### src/rtl/rle_dec_pkg.sv
package rle_dec_pkg;

    // Controller states
    typedef enum logic [1:0] {
        ST_FETCH = 2'd0,
        ST_EMIT  = 2'd1,
        ST_FLUSH = 2'd2
    } dec_state_t;

    // Opcode classes after decoding the upper nibble
    typedef enum logic [1:0] {
        OPK_COLOR = 2'd0,
        OPK_SHORT = 2'd1,
        OPK_LONG  = 2'd2,
        OPK_BAD   = 2'd3
    } op_kind_t;

    // Upper-nibble codes the decoder understands
    localparam logic [3:0] HI_COLOR = 4'h0;
    localparam logic [3:0] HI_SHORT = 4'h2;
    localparam logic [3:0] HI_LONG  = 4'h3;

endpackage

### src/rtl/rle_op_classify.sv
module rle_op_classify
    import rle_dec_pkg::*;
#(
    parameter int NUM_COLORS = 13,
    parameter int LONG_UNIT  = 16,
    parameter int RUN_W      = 9
) (
    input  logic [7:0]       op,
    output op_kind_t         kind,
    output logic [RUN_W-1:0] run_len,
    output logic [3:0]       color,
    output logic             color_ok
);

    logic [3:0] arg;

    assign arg = op[3:0];

    always_comb begin
        color    = arg;
        color_ok = (int'(arg) < NUM_COLORS);
        run_len  = '0;
        unique case (op[7:4])
            HI_COLOR: begin
                kind = OPK_COLOR;
            end
            HI_SHORT: begin
                kind    = OPK_SHORT;
                run_len = RUN_W'(arg) + RUN_W'(1);
            end
            HI_LONG: begin
                kind    = OPK_LONG;
                run_len = RUN_W'((int'(arg) + 1) * LONG_UNIT);
            end
            default: begin
                kind = OPK_BAD;
            end
        endcase
    end

endmodule

### src/rtl/rle_run_counter.sv
module rle_run_counter #(
    parameter int RUN_W = 9
) (
    input  logic             clk,
    input  logic             rst_n,
    input  logic             load,
    input  logic [RUN_W-1:0] load_val,
    input  logic             step,
    input  logic             clear,
    output logic             last_one
);

    logic [RUN_W-1:0] remain_q;

    always_ff @(posedge clk or negedge rst_n) begin
        if (!rst_n) begin
            remain_q <= '0;
        end else if (clear) begin
            remain_q <= '0;
        end else if (load) begin
            remain_q <= load_val;
        end else if (step && remain_q != '0) begin
            remain_q <= remain_q - RUN_W'(1);
        end
    end

    assign last_one = (remain_q == RUN_W'(1));

endmodule

### src/rtl/rle_pixel_counter.sv
module rle_pixel_counter #(
    parameter int FRAME_PIXELS = 4096,
    parameter int PIX_W        = 12
) (
    input  logic clk,
    input  logic rst_n,
    input  logic step,
    input  logic clear,
    output logic at_end
);

    logic [PIX_W-1:0] pos_q;

    always_ff @(posedge clk or negedge rst_n) begin
        if (!rst_n) begin
            pos_q <= '0;
        end else if (clear) begin
            pos_q <= '0;
        end else if (step && !at_end) begin
            pos_q <= pos_q + PIX_W'(1);
        end
    end

    assign at_end = (pos_q == PIX_W'(FRAME_PIXELS - 1));

endmodule

### src/rtl/rle_frame_decoder.sv
module rle_frame_decoder
    import rle_dec_pkg::*;
#(
    parameter int FRAME_PIXELS = 4096,
    parameter int NUM_COLORS   = 13,
    parameter int LONG_UNIT    = 16
) (
    input  logic       clk,
    input  logic       rst_n,
    input  logic       op_valid,
    input  logic [7:0] op_data,
    output logic       op_ready,
    output logic       pix_valid,
    output logic [3:0] pix_index,
    output logic       pix_last,
    input  logic       pix_ready,
    output logic       frame_done,
    output logic       err_color,
    output logic       err_opcode,
    output logic       warn_nocolor,
    output logic       err_overflow
);

    localparam int RUN_MAX = 16 * LONG_UNIT;
    localparam int RUN_W   = $clog2(RUN_MAX + 1);
    localparam int PIX_W   = (FRAME_PIXELS > 1) ? $clog2(FRAME_PIXELS) : 1;

    dec_state_t       state_q, state_d;
    op_kind_t         kind;
    logic [RUN_W-1:0] run_len;
    logic [3:0]       arg_color;
    logic             color_ok;
    logic             op_fire, pix_fire, is_run;
    logic             run_last, frame_end;
    logic [3:0]       color_q;
    logic             seen_q;
    logic             ecol_q, eop_q, warn_q, ovf_q;

    // Opcode decoding
    rle_op_classify #(
        .NUM_COLORS(NUM_COLORS),
        .LONG_UNIT (LONG_UNIT),
        .RUN_W     (RUN_W)
    ) u_classify (
        .op      (op_data),
        .kind    (kind),
        .run_len (run_len),
        .color   (arg_color),
        .color_ok(color_ok)
    );

    assign op_fire  = op_valid && op_ready;
    assign pix_fire = pix_valid && pix_ready;
    assign is_run   = (kind == OPK_SHORT) || (kind == OPK_LONG);

    // Remaining pixels of the run in progress
    rle_run_counter #(
        .RUN_W(RUN_W)
    ) u_run (
        .clk     (clk),
        .rst_n   (rst_n),
        .load    (op_fire && is_run),
        .load_val(run_len),
        .step    (pix_fire),
        .clear   (state_q == ST_FLUSH),
        .last_one(run_last)
    );

    // Position inside the frame
    rle_pixel_counter #(
        .FRAME_PIXELS(FRAME_PIXELS),
        .PIX_W       (PIX_W)
    ) u_pix (
        .clk   (clk),
        .rst_n (rst_n),
        .step  (pix_fire),
        .clear (state_q == ST_FLUSH),
        .at_end(frame_end)
    );

    // State register
    always_ff @(posedge clk or negedge rst_n) begin
        if (!rst_n) begin
            state_q <= ST_FETCH;
        end else begin
            state_q <= state_d;
        end
    end

    // Transitions
    always_comb begin
        state_d = state_q;
        unique case (state_q)
            ST_FETCH: begin
                if (op_fire && is_run) begin
                    state_d = ST_EMIT;
                end
            end
            ST_EMIT: begin
                if (pix_fire) begin
                    if (frame_end) begin
                        state_d = ST_FLUSH;
                    end else if (run_last) begin
                        state_d = ST_FETCH;
                    end
                end
            end
            ST_FLUSH: begin
                state_d = ST_FETCH;
            end
            default: begin
                state_d = ST_FETCH;
            end
        endcase
    end

    // Moore outputs of the controller
    always_comb begin
        op_ready   = 1'b0;
        pix_valid  = 1'b0;
        frame_done = 1'b0;
        unique case (state_q)
            ST_FETCH: op_ready   = 1'b1;
            ST_EMIT:  pix_valid  = 1'b1;
            ST_FLUSH: frame_done = 1'b1;
            default:  op_ready   = 1'b0;
        endcase
        pix_last  = pix_valid && frame_end;
        pix_index = color_q;
    end

    // Colour register and per-frame colour-seen marker
    always_ff @(posedge clk or negedge rst_n) begin
        if (!rst_n) begin
            color_q <= '0;
            seen_q  <= 1'b0;
        end else if (state_q == ST_FLUSH) begin
            color_q <= '0;
            seen_q  <= 1'b0;
        end else if (op_fire && kind == OPK_COLOR && color_ok) begin
            color_q <= arg_color;
            seen_q  <= 1'b1;
        end
    end

    // Sticky status flags
    always_ff @(posedge clk or negedge rst_n) begin
        if (!rst_n) begin
            ecol_q <= 1'b0;
            eop_q  <= 1'b0;
            warn_q <= 1'b0;
            ovf_q  <= 1'b0;
        end else begin
            if (op_fire && kind == OPK_COLOR && !color_ok) begin
                ecol_q <= 1'b1;
            end
            if (op_fire && kind == OPK_BAD) begin
                eop_q <= 1'b1;
            end
            if (op_fire && is_run && !seen_q) begin
                warn_q <= 1'b1;
            end
            if (state_q == ST_EMIT && pix_fire && frame_end && !run_last) begin
                ovf_q <= 1'b1;
            end
        end
    end

    assign err_color    = ecol_q;
    assign err_opcode   = eop_q;
    assign warn_nocolor = warn_q;
    assign err_overflow = ovf_q;

endmodule

### config.mk
export PLATFORM = sky130hd
export DESIGN_NAME = rle_frame_decoder
export DESIGN_NICKNAME = d
export VERILOG_FILES = /design/src/rtl/rle_dec_pkg.sv /design/src/rtl/rle_op_classify.sv /design/src/rtl/rle_run_counter.sv /design/src/rtl/rle_pixel_counter.sv /design/src/rtl/rle_frame_decoder.sv
export SDC_FILE = /design/constraint.sdc
export NUM_CORES = 1
export LEC_CHECK = 0
export ABC_AREA = 0
export BUFFER_PORTS_ARGS = -buffer_cell sky130_fd_sc_hd__buf_2
export CAP_MARGIN = 10
export CORE_UTILIZATION = 45
export CTS_CLUSTER_DIAMETER = 200
export DETAILED_ROUTE_END_ITERATION = 10
export PLACE_DENSITY = 0.64
export REMOVE_ABC_BUFFERS = 1
export SYNTH_ARGS = -nofsm -noshare
export SYNTH_HDL_FRONTEND = slang
export SYNTH_SLANG_ARGS = --single-unit
### constraint.sdc
create_clock -name clk -period 1.5 [get_ports clk]
set_input_delay 0.3 -clock clk [delete_from_list [all_inputs] [get_ports clk]]
set_output_delay 0.3 -clock clk [all_outputs]
set_load 0.02 [all_outputs]
# After elaboration in Yosys (flattened, before gate mapping)
# Cells that the tools add are included.
# word_totals
regBits	32
input_bits	12
out_inout_bits	12
wordCells	72
# op_classes
n_addsub	4
order_cmp	1
n_eq_ne	12
mux	19
n_reduce_logical	27
# ops
cell	count
$mux 9	3
$mux 12	2
$pmux 9 s2	1
$logic_and 1x1->1	14
$add 12x1->12 const B	1
$eq 12x12->1 const B	1
$add 4x1->5 const B	2
$eq 9x1->1 const B	1
$reduce_bool 9->1	1
$sub 9x1->9 const B	1
$eq 4x2->1 const B	2
$mux 2	4
$mux 4	2
$eq 2x2->1 const B	3
$pmux 2 s3	1
$mux 1	5
$eq 2x1->1 const B	2
$logic_not 1->1	4
$logic_not 2->1	2
$logic_not 4->1	1
$lt 4x4->1 const B	1
$pmux 2 s2	1
$reduce_bool 2->1	2
$ne 3x3->1 const B	1
other kinds (5)	5

# Longest topological paths before layout
# Gate-level depths: netlist of the first run.
# logic_depth
ltp_word	7
mapped_depth	7
depth_no_buf	7

# By module
# From an unflattened synthesis of the first run, not the netlist that was laid out.
# unflattened
hier_cells	216
hier_area_um2	2000.7
# modules_own_cells
mod	n_inst	cells_each	area_each_um2	seq_area_each_um2
rle_pixel_counter	1	67	661.9	300.3
rle_run_counter	1	70	608.1	225.2
rle_frame_decoder	1	50	526.8	275.3
rle_op_classify	1	29	203.9	0.0

# Worst setup path before layout of the first run
# OpenSTA, ideal clock, no wires.
# synth_timing
path_type	in2reg
from	input port op_data[4]
to	register u_run.remain_q[3]
setup_time_ns	0.143
t_arrival_ns	1.903
required_time_ns	1.357
path_slack_ns	-0.546
path_stages	7
n_path_buf	0
path_cell_list	or4b_4 ha_1 a21oi_1 nor2_1 a21oi_1 o21ai_0 o41ai_2
# synth_between
elab_chain_cells	7
elab_cells_between_ends	12
cone_classes	eq/ne: 4; mux: 4; reduce/logical: 4
# synth_rtl
item	line_no	rtl
start: declaration	rle_frame_decoder.sv:11	input logic [7:0] op_data,
$eq 4x2->1 or $logic_not 4->1 (tied branches)	rle_op_classify.sv:23	unique case (op[7:4])
$pmux 2 s3	rle_op_classify.sv:23	
$eq 2x1->1 or $eq 2x2->1 (tied branches)	rle_frame_decoder.sv:54	assign is_run = (kind == OPK_SHORT) || (kind == OPK_LONG);
$logic_or 1x1->1	rle_frame_decoder.sv:54	
$logic_and 1x1->1	rle_frame_decoder.sv:62	.load (op_fire && is_run),
$mux 9	rle_run_counter.sv:20	end else if (load) begin
$mux 9	rle_run_counter.sv:18	end else if (clear) begin
end signal: assignment	rle_run_counter.sv:21	remain_q <= load_val;
end signal: assignment	rle_run_counter.sv:23	remain_q <= remain_q - RUN_W'(1);
end: declaration	rle_run_counter.sv:13	logic [RUN_W-1:0] remain_q;
# Several ways; a longest one is shown, not always the timed one.
# A chain may end at the register's enable or synchronous reset.

# Worst setup path after layout of the first run
# layout_timing
from	input port op_data[7]
to	register u_run.remain_q[3]
# The elaborated chain is that of the path after synthesis.

==> impl_results.md, run 1 <==
- Most common library cells after synthesis: 32 x dfrtp_1, 19 x nand2_1, 17 x nor2_1
- Final antenna-violating net count: 0
- RSZ-0062 raised after global routing: true
- Final min period: 1.84 ns
- Top_reg_cell synth: dfrtp_1
- Final core utilization: 82.3%
- Crit path DAT: 2.03 ns
- Clock buffer depth: 2
- Hpwl dp: 3.59 mm
- # fillers: 202
- Status: complete, but fails checks
- Internal power: 0.00293 W
- Die area: about 4400 sq um
- Diode count: 0
- Setup Viol. Count Final: 27
- Sequential-to-total area share from yosys stat: around 43%
- Clock power frac: 17.2%
- Critical Setup Path Class: input pin to flop
- Gate power share: 55.6%
- Setup WS post-layout: -0.336 ns
- Post-Syn Instances: 203
- Vias: 2239
- Share of the synthesized area in the top cell type: 42.8%
- Final Max Slew Viols: 0
- Synth area leaders: dfrtp_1 43%, ha_1 4.7%, nand3_1 4.3%
- Synthesis-to-layout area growth: 75.9%
- Area leader, netlist: dfrtp_1
- Antenna violations before repair: 0
- Post-DR vias/cell: 6.15
- Max-Cap Viols: 0
- Cell Area, Synth: roughly 1900 sq um
- GRT Overall Usage: 27.1%
- Count leader, synth: dfrtp_1
- Yosys cell types: 47
- DR iter-0 viols: 360
- Layout cell share with drive strength beyond 1: a little under three fifths
- Clock skew: 0.00737 ns
- Initial Util: 46.8%
- Sequential share of power: 27.1%
- Core region area: 4000 sq um
- Failing checks: setup timing
- Post-synth EDFFs: 0
- Largest net degree at the start of global routing: 33
- Hold Violations, Final: 0
- Switching share of power: roughly 40%
- Synth async-reset ratio: between 90% and 100%
- Largest fanout on the critical path: 5
- Remaining global-route overflow: 0
- Pwr dens: 1480 nW/um^2
- Kind of end point of the critical path: flop
- DP Area: 2530 sq um
- Mean routed wirelength per cell: 20.2 microns
- LEAKAGE: 1.51 nW
- Post-route cell area: 3290 sq um
- TritonCTS clock tree: yes
- Rel. slew slack: slightly above 70%
- Worst-Skew Late Latency: 0.29 ns
- CTS Hold Bufs: 0
- Worst hold path type: input pin to asynchronous set/reset pin
- Syn_area_per_cell: 9.22 sq um
- Placed cells: ~340
- Slew @ Worst Pin: between 0.4 and 0.5 ns
- Required time of the critical path: 1.69 ns
- Non-Filler Instances: 364
- Row count: 23
- Final Power: 0.00488 W
- # clock sinks: 32
- Die height: 66.5 microns
- Number of H-tree levels: 2
- Yosys reg bits: 32
- Port Buffers: 23
- Routed WL: 7.36 mm
- CTS Buf Count: 5
- First-pass GRT wire length: ~9 mm
- Die X: 66.5 microns
- Nets: 332
- Final period utilization: 122%
- VDD IR-drop max: about 1.3 mV
- Number of global-route vias before repair: 1853
- CP Launch Type: input pin
- Synth warn: 0
- Net switching power: a little under 0.002 W
- Final estimated routing congestion in global placement: 0.857
- Clk Tree Root Cell: clkbuf_8
- First-pass DRT Iterations: 5
- Fin Setup TNS: -3.82 ns
- Fmax: ~540 MHz
- Io pins: 24
- DRC: 0
- Worst-path clk slew: 0.08 ns
==> through the flow <==
| stage | hold WS [ns] | worst slack (ns) |
|---|---|---|
| 6_report | 0.0188 | -0.336 |
| 5_1_grt | 0.0530 | -0.364 |
| 4_1_cts | 0.0440 | -0.248 |
| 3_5_place_dp | 0.355 | -0.679 |
| 3_3_place_gp | 0.350 | -0.645 |
| 2_1_floorplan | 0.00441 | -0.541 |
==> layout make-up <==
cell class | count | area, sq um | share of cell area (%)
Timing Repair Buffer | 106 | 858 | 26.1
Clock buffer | 6 | 72.6 | 2.20
Inverter | 10 | 40.0 | 1.22
Tap cell | 50 | 62.6 | 1.90
Multi-Input combinational cell | 158 | 1420 | 43.2
Clock inverter | 2 | 35.0 | 1.06
Sequential cell | 32 | 801 | 24.3
==> layer usage <==
| metal | share of wire (%) | wire length [microns] | vias up | GRT usage [%] |
|---|---|---|---|---|
| met3 | 7.7 | 568 | 31 | 6.51 |
| met5 | 0 | 0 | - | 0 |
| li1 | - | - | 967 | - |
| met2 | 50 | 3660 | 168 | 43.4 |
| met4 | 3.6 | 268 | 0 | 9.31 |
| met1 | 39 | 2870 | 1073 | 35.7 |
==> cell usage in the layout (no fill, tap or decap), types with 5 or more instances in the layout <==
cell and n:
nor2_4 5, o21ai_1 6, nand2_1 15, buf_4 61, o21ai_0 5, buf_2 17
dfrtp_1 32, buf_6 28, inv_1 7, nor3_1 5, a21oi_1 5, clkbuf_8 5
nor2_1 11, nand3_1 14
==> worst max-delay path, cell delays in order <==
cell and delay (ns):
buf_6 0.10, or4b_4 0.56, ha_4 0.33, a21oi_4 0.07, nor2_4 0.19, nor2_4 0.08, buf_6 0.13, o41ai_2 0.25
==> cell families (layout without fill, tap and decap cells) <==
group / count (synthesis) / after routing / synth area share (%)
buffers and inverters: 13 / 124 / 2.67
flip-flops: 32 / 32 / 42.8
adder cells (fa/ha/maj): 7 / 7 / 4.68
AND/OR/NAND/NOR: 91 / 91 / 27.0
XOR/XNOR: 7 / 7 / 3.28
AO/OA/AOI/OAI: 53 / 53 / 19.6
==> worst paths after layout <==
path	cells after the start	endpoint	slack, ns	from
max reg2reg	9	u_run.remain_q[6]	-0.24	u_run.remain_q[0]
min reg2reg	1	err_opcode	0.48	err_opcode
min in group clk	3	pix_index[0]	0.28	op_data[0]
max in group asynchronous	2	pix_index[2]	1.16	rst_n
max	8	u_run.remain_q[3]	-0.34	op_data[7]
min	2	u_pix.pos_q[5]	0.02	rst_n
==> flip-flops by register name, summed over array words and instances, names as in the netlist <==
| signal | flops |
|---|---|
| u_pix.pos_q | 12 |
| u_run.remain_q | 9 |
| seen_q | 1 |
| state_q | 2 |
| pix_index | 4 |
| err_overflow | 1 |
| err_opcode | 1 |
| err_color | 1 |
| warn_nocolor | 1 |
==> power groups by stage <==
stage | combinational (W) | sequential [W] | clock, W
3_5_place_dp | 0.00181 | 0.00127 | 0
2_1_floorplan | 0.000781 | 0.00141 | 0
3_3_place_gp | 0.00179 | 0.00126 | 0
6_report | 0.00272 | 0.00132 | 0.000841
5_1_grt | 0.00285 | 0.00134 | 0.000882
4_1_cts | 0.00225 | 0.00128 | 0.000832
==> what timing repair did <==
action,4_1_cts,5_1_grt
setup buffers,10,9
pin swaps,19,23
resized for setup,65,54
gates cloned,1,0
setup endpoints to repair,30,32
No activity file was read; power rests on OpenSTA's default activity.
==> run 2: changes to the inputs <==
--- a/config.mk
+++ b/config.mk
@@ -11,6 +11,7 @@
 export CORE_UTILIZATION = 45
 export CTS_CLUSTER_DIAMETER = 200
 export DETAILED_ROUTE_END_ITERATION = 10
+export MAX_ROUTING_LAYER = met4
 export PLACE_DENSITY = 0.64
 export REMOVE_ABC_BUFFERS = 1
 export SYNTH_ARGS = -nofsm -noshare
==> run 2 against run 1 <==
  * The flow still finishes with violations (setup timing)
  * First-iteration DRC count down 18%
  * Die area unchanged
  * Core utilization did not move
  * Critical endpoint is now u_run.remain_q[8]
==> impl_results.md, run 2 (same netlist as run 1, synthesis figures left out) <==
- Number of H-tree levels: 2 (unchanged)
- Post-DR vias/cell: 6.17 (+0.31%)
- Crit path DAT: 2.06 ns (+0.03 ns)
- Diode count: 0 (unchanged)
- Rel. slew slack: 70.3% (-0.37 points)
- Routed WL: 7.36 mm (about the same)
- Synthesis-to-layout area growth: 75.9% (unchanged)
- Hpwl dp: 3.59 mm (unchanged)
- Port Buffers: 23 (unchanged)
- # fillers: 202 (unchanged)
- Final min period: 1.85 ns (+0.00990 ns)
- Kind of end point of the critical path: flop
- Fmax: 542 MHz (-0.54%)
- CP cell instances: buf_6, or4b_4, ha_4, nand3_4, nor4_4, buf_4, a21oi_2, nor3_2
- Remaining global-route overflow: 0 (unchanged)
- R2R depth: 9 (unchanged)
- Layout cell share with drive strength beyond 1: 55.7% (unchanged)
- Placed cells: 339 (unchanged)
- Worst hold path type: input pin to asynchronous set/reset pin
- Final Max Slew Viols: 0 (unchanged)
- Status: complete, but fails checks
- First-pass DRT Iterations: 5 (unchanged)
- Reg area: 801 sq um (unchanged)
- Final antenna-violating net count: 0 (unchanged)
- Slowest-stage cell, CP: or4b_4
- Row count: 23 (unchanged)
- Pwr dens: 1480 nW/um^2 (-0.47%)
- CP max stage delay: 0.56 ns (about the same)
- Worst-path clk slew: 0.07 ns (about the same)
- Vias: 2246 (+0.31%)
- Mean routed wirelength per cell: 20.2 microns (about the same)
- Nets: 332 (unchanged)
- Final estimated routing congestion in global placement: 0.870 (+1.6%)
- Most frequent cells in the layout: 61 x buf_4, 32 x dfrtp_1, 28 x buf_6
- Clk Tree Root Cell: clkbuf_8
- Largest fanout on the critical path: 3 (-2)
- Worst r2r dst: u_run.remain_q[6]
- Initial Util: 46.8% (unchanged)
- RSZ-0062 raised after global routing: true
- Final period utilization: 123% (+0.66 points)
- GRT Overall Usage: 27.9% (+0.81 points)
- Die X: 66.5 microns (unchanged)
- Max-Cap Viols: 0 (unchanged)
- Setup slack, reg-to-reg: -0.24 ns (about the same)
- Max reg flops: 12 (unchanged)
- Largest net degree at the start of global routing: 33 (unchanged)
- Clock buffer depth: 2 (unchanged)
- FF-to-FF Start: u_run.remain_q[0]
- Setup Viol. Count Final: 26 (-3.7%)
- Crit path to: u_run.remain_q[8]
- Commonest non-fill, non-tap cell in the layout: buf_4
- DRC: 0 (unchanged)
- Placement Setup Slack: -0.679 ns (unchanged)
- LEAKAGE: 1.51 nW (unchanged)
- Die height: 66.5 microns (unchanged)
- Failing checks: setup timing
- CTS Buf Count: 5 (unchanged)
- Io pins: 24 (unchanged)
- Hold Violations, Final: 0 (unchanged)
- Critical Setup Path Class: input pin to flop
- Worst-Skew Late Latency: 0.29 ns (about the same)
- VDD IR-drop max: 1.28 mV (about the same)
- Core region area: 4000 sq um (unchanged)
- Slew @ Worst Pin: 0.442 ns (+0.00546 ns)
- Setup WS post-layout: -0.346 ns (-0.00990 ns)
- CP Launch Point: op_data[7]
- CP Launch Type: input pin
- Antenna violations before repair: 0 (unchanged)
- TritonCTS clock tree: yes
- DR iter-0 viols: 295 (-18%)
- Area of the multi-input gates: 1420 sq um (unchanged)
- Biggest register: u_pix.pos_q
- Number of global-route vias before repair: 1850 (-0.16%)
- Non-Filler Instances: 364 (unchanged)
- First-pass GRT wire length: 8.78 mm (+0.31%)
- Required time of the critical path: 1.71 ns (+0.02 ns)
- Clock skew: 0.00625 ns (-0.00112 ns)
- Die area: 4420 sq um (unchanged)
- # clock sinks: 32 (unchanged)
## run 2: report_power, final
group	internal, W	switching [W]
combinational	0.00132	0.00139
clock	0.000493	0.000336
sequential	0.00111	0.000209
total	0.00293	0.00193
## run 2: worst max-delay path, delay by kind of cell
family,cells,cell delay [ns]
fa+ha+maj,1,0.33
simple gates,4,1.12
buf+inv,2,0.26
compound gates,1,0.04
## run 2: metal layers
layer | global-route usage [%] | up-vias | share of wire (%)
met3 | 6.16 | 41 | 6.1
met1 | 36.3 | 1095 | 40
met2 | 43.2 | 141 | 49
met4 | 9.31 | 0 | 4.2
met5 | - | - | 0
li1 | - | 969 | -
## run 2: stage by stage
stage	utilization, %	total power, W	TNS [ns]	hold WS (ns)	area, sq um
6_report	82.3	0.00486	-3.96	0.0335	3290
5_1_grt	82.3	0.00507	-5.31	0.0578	3290
4_1_cts	74.5	0.00436	-2.56	0.0440	2980
3_5_place_dp	63.3	0.00309	-9.29	0.355	2530
3_3_place_gp	63.3	0.00305	-8.55	0.350	2530
2_1_floorplan	-	0.00219	-6.80	0.00441	1860
## run 2: timing repair
action / 4_1_cts / 5_1_grt
pin swaps: 19 / 23
hold buffers: 0 / 0
endpoints found under the setup margin: 30 / 32
resized for setup: 65 / 54
cloned: 1 / 0
setup buffers: 10 / 9
## run 2: layout make-up
cell class              instances  share of cell area, %
flip-flops and latches         32                   24.3
well taps                      50                   1.90
clock buffers                   6                   2.20
multi-input cells             158                   43.2
clock inverters                 2                   1.06
inverters                      10                   1.22
repair buffers                106                   26.1
## run 2: worst min path at each step
stage / from / endpoint / slack [ns] / cells past startpoint
5_1_grt: rst_n / u_pix.pos_q[10] / 0.06 / 2
3_3_place_gp: rst_n / u_run.remain_q[1] / 0.35 / 2
4_1_cts: rst_n / u_run.remain_q[1] / 0.04 / 2
3_5_place_dp: rst_n / u_run.remain_q[1] / 0.35 / 2
2_1_floorplan: rst_n / err_color / 0.004 / 0
6_report: rst_n / u_pix.pos_q[3] / 0.03 / 2
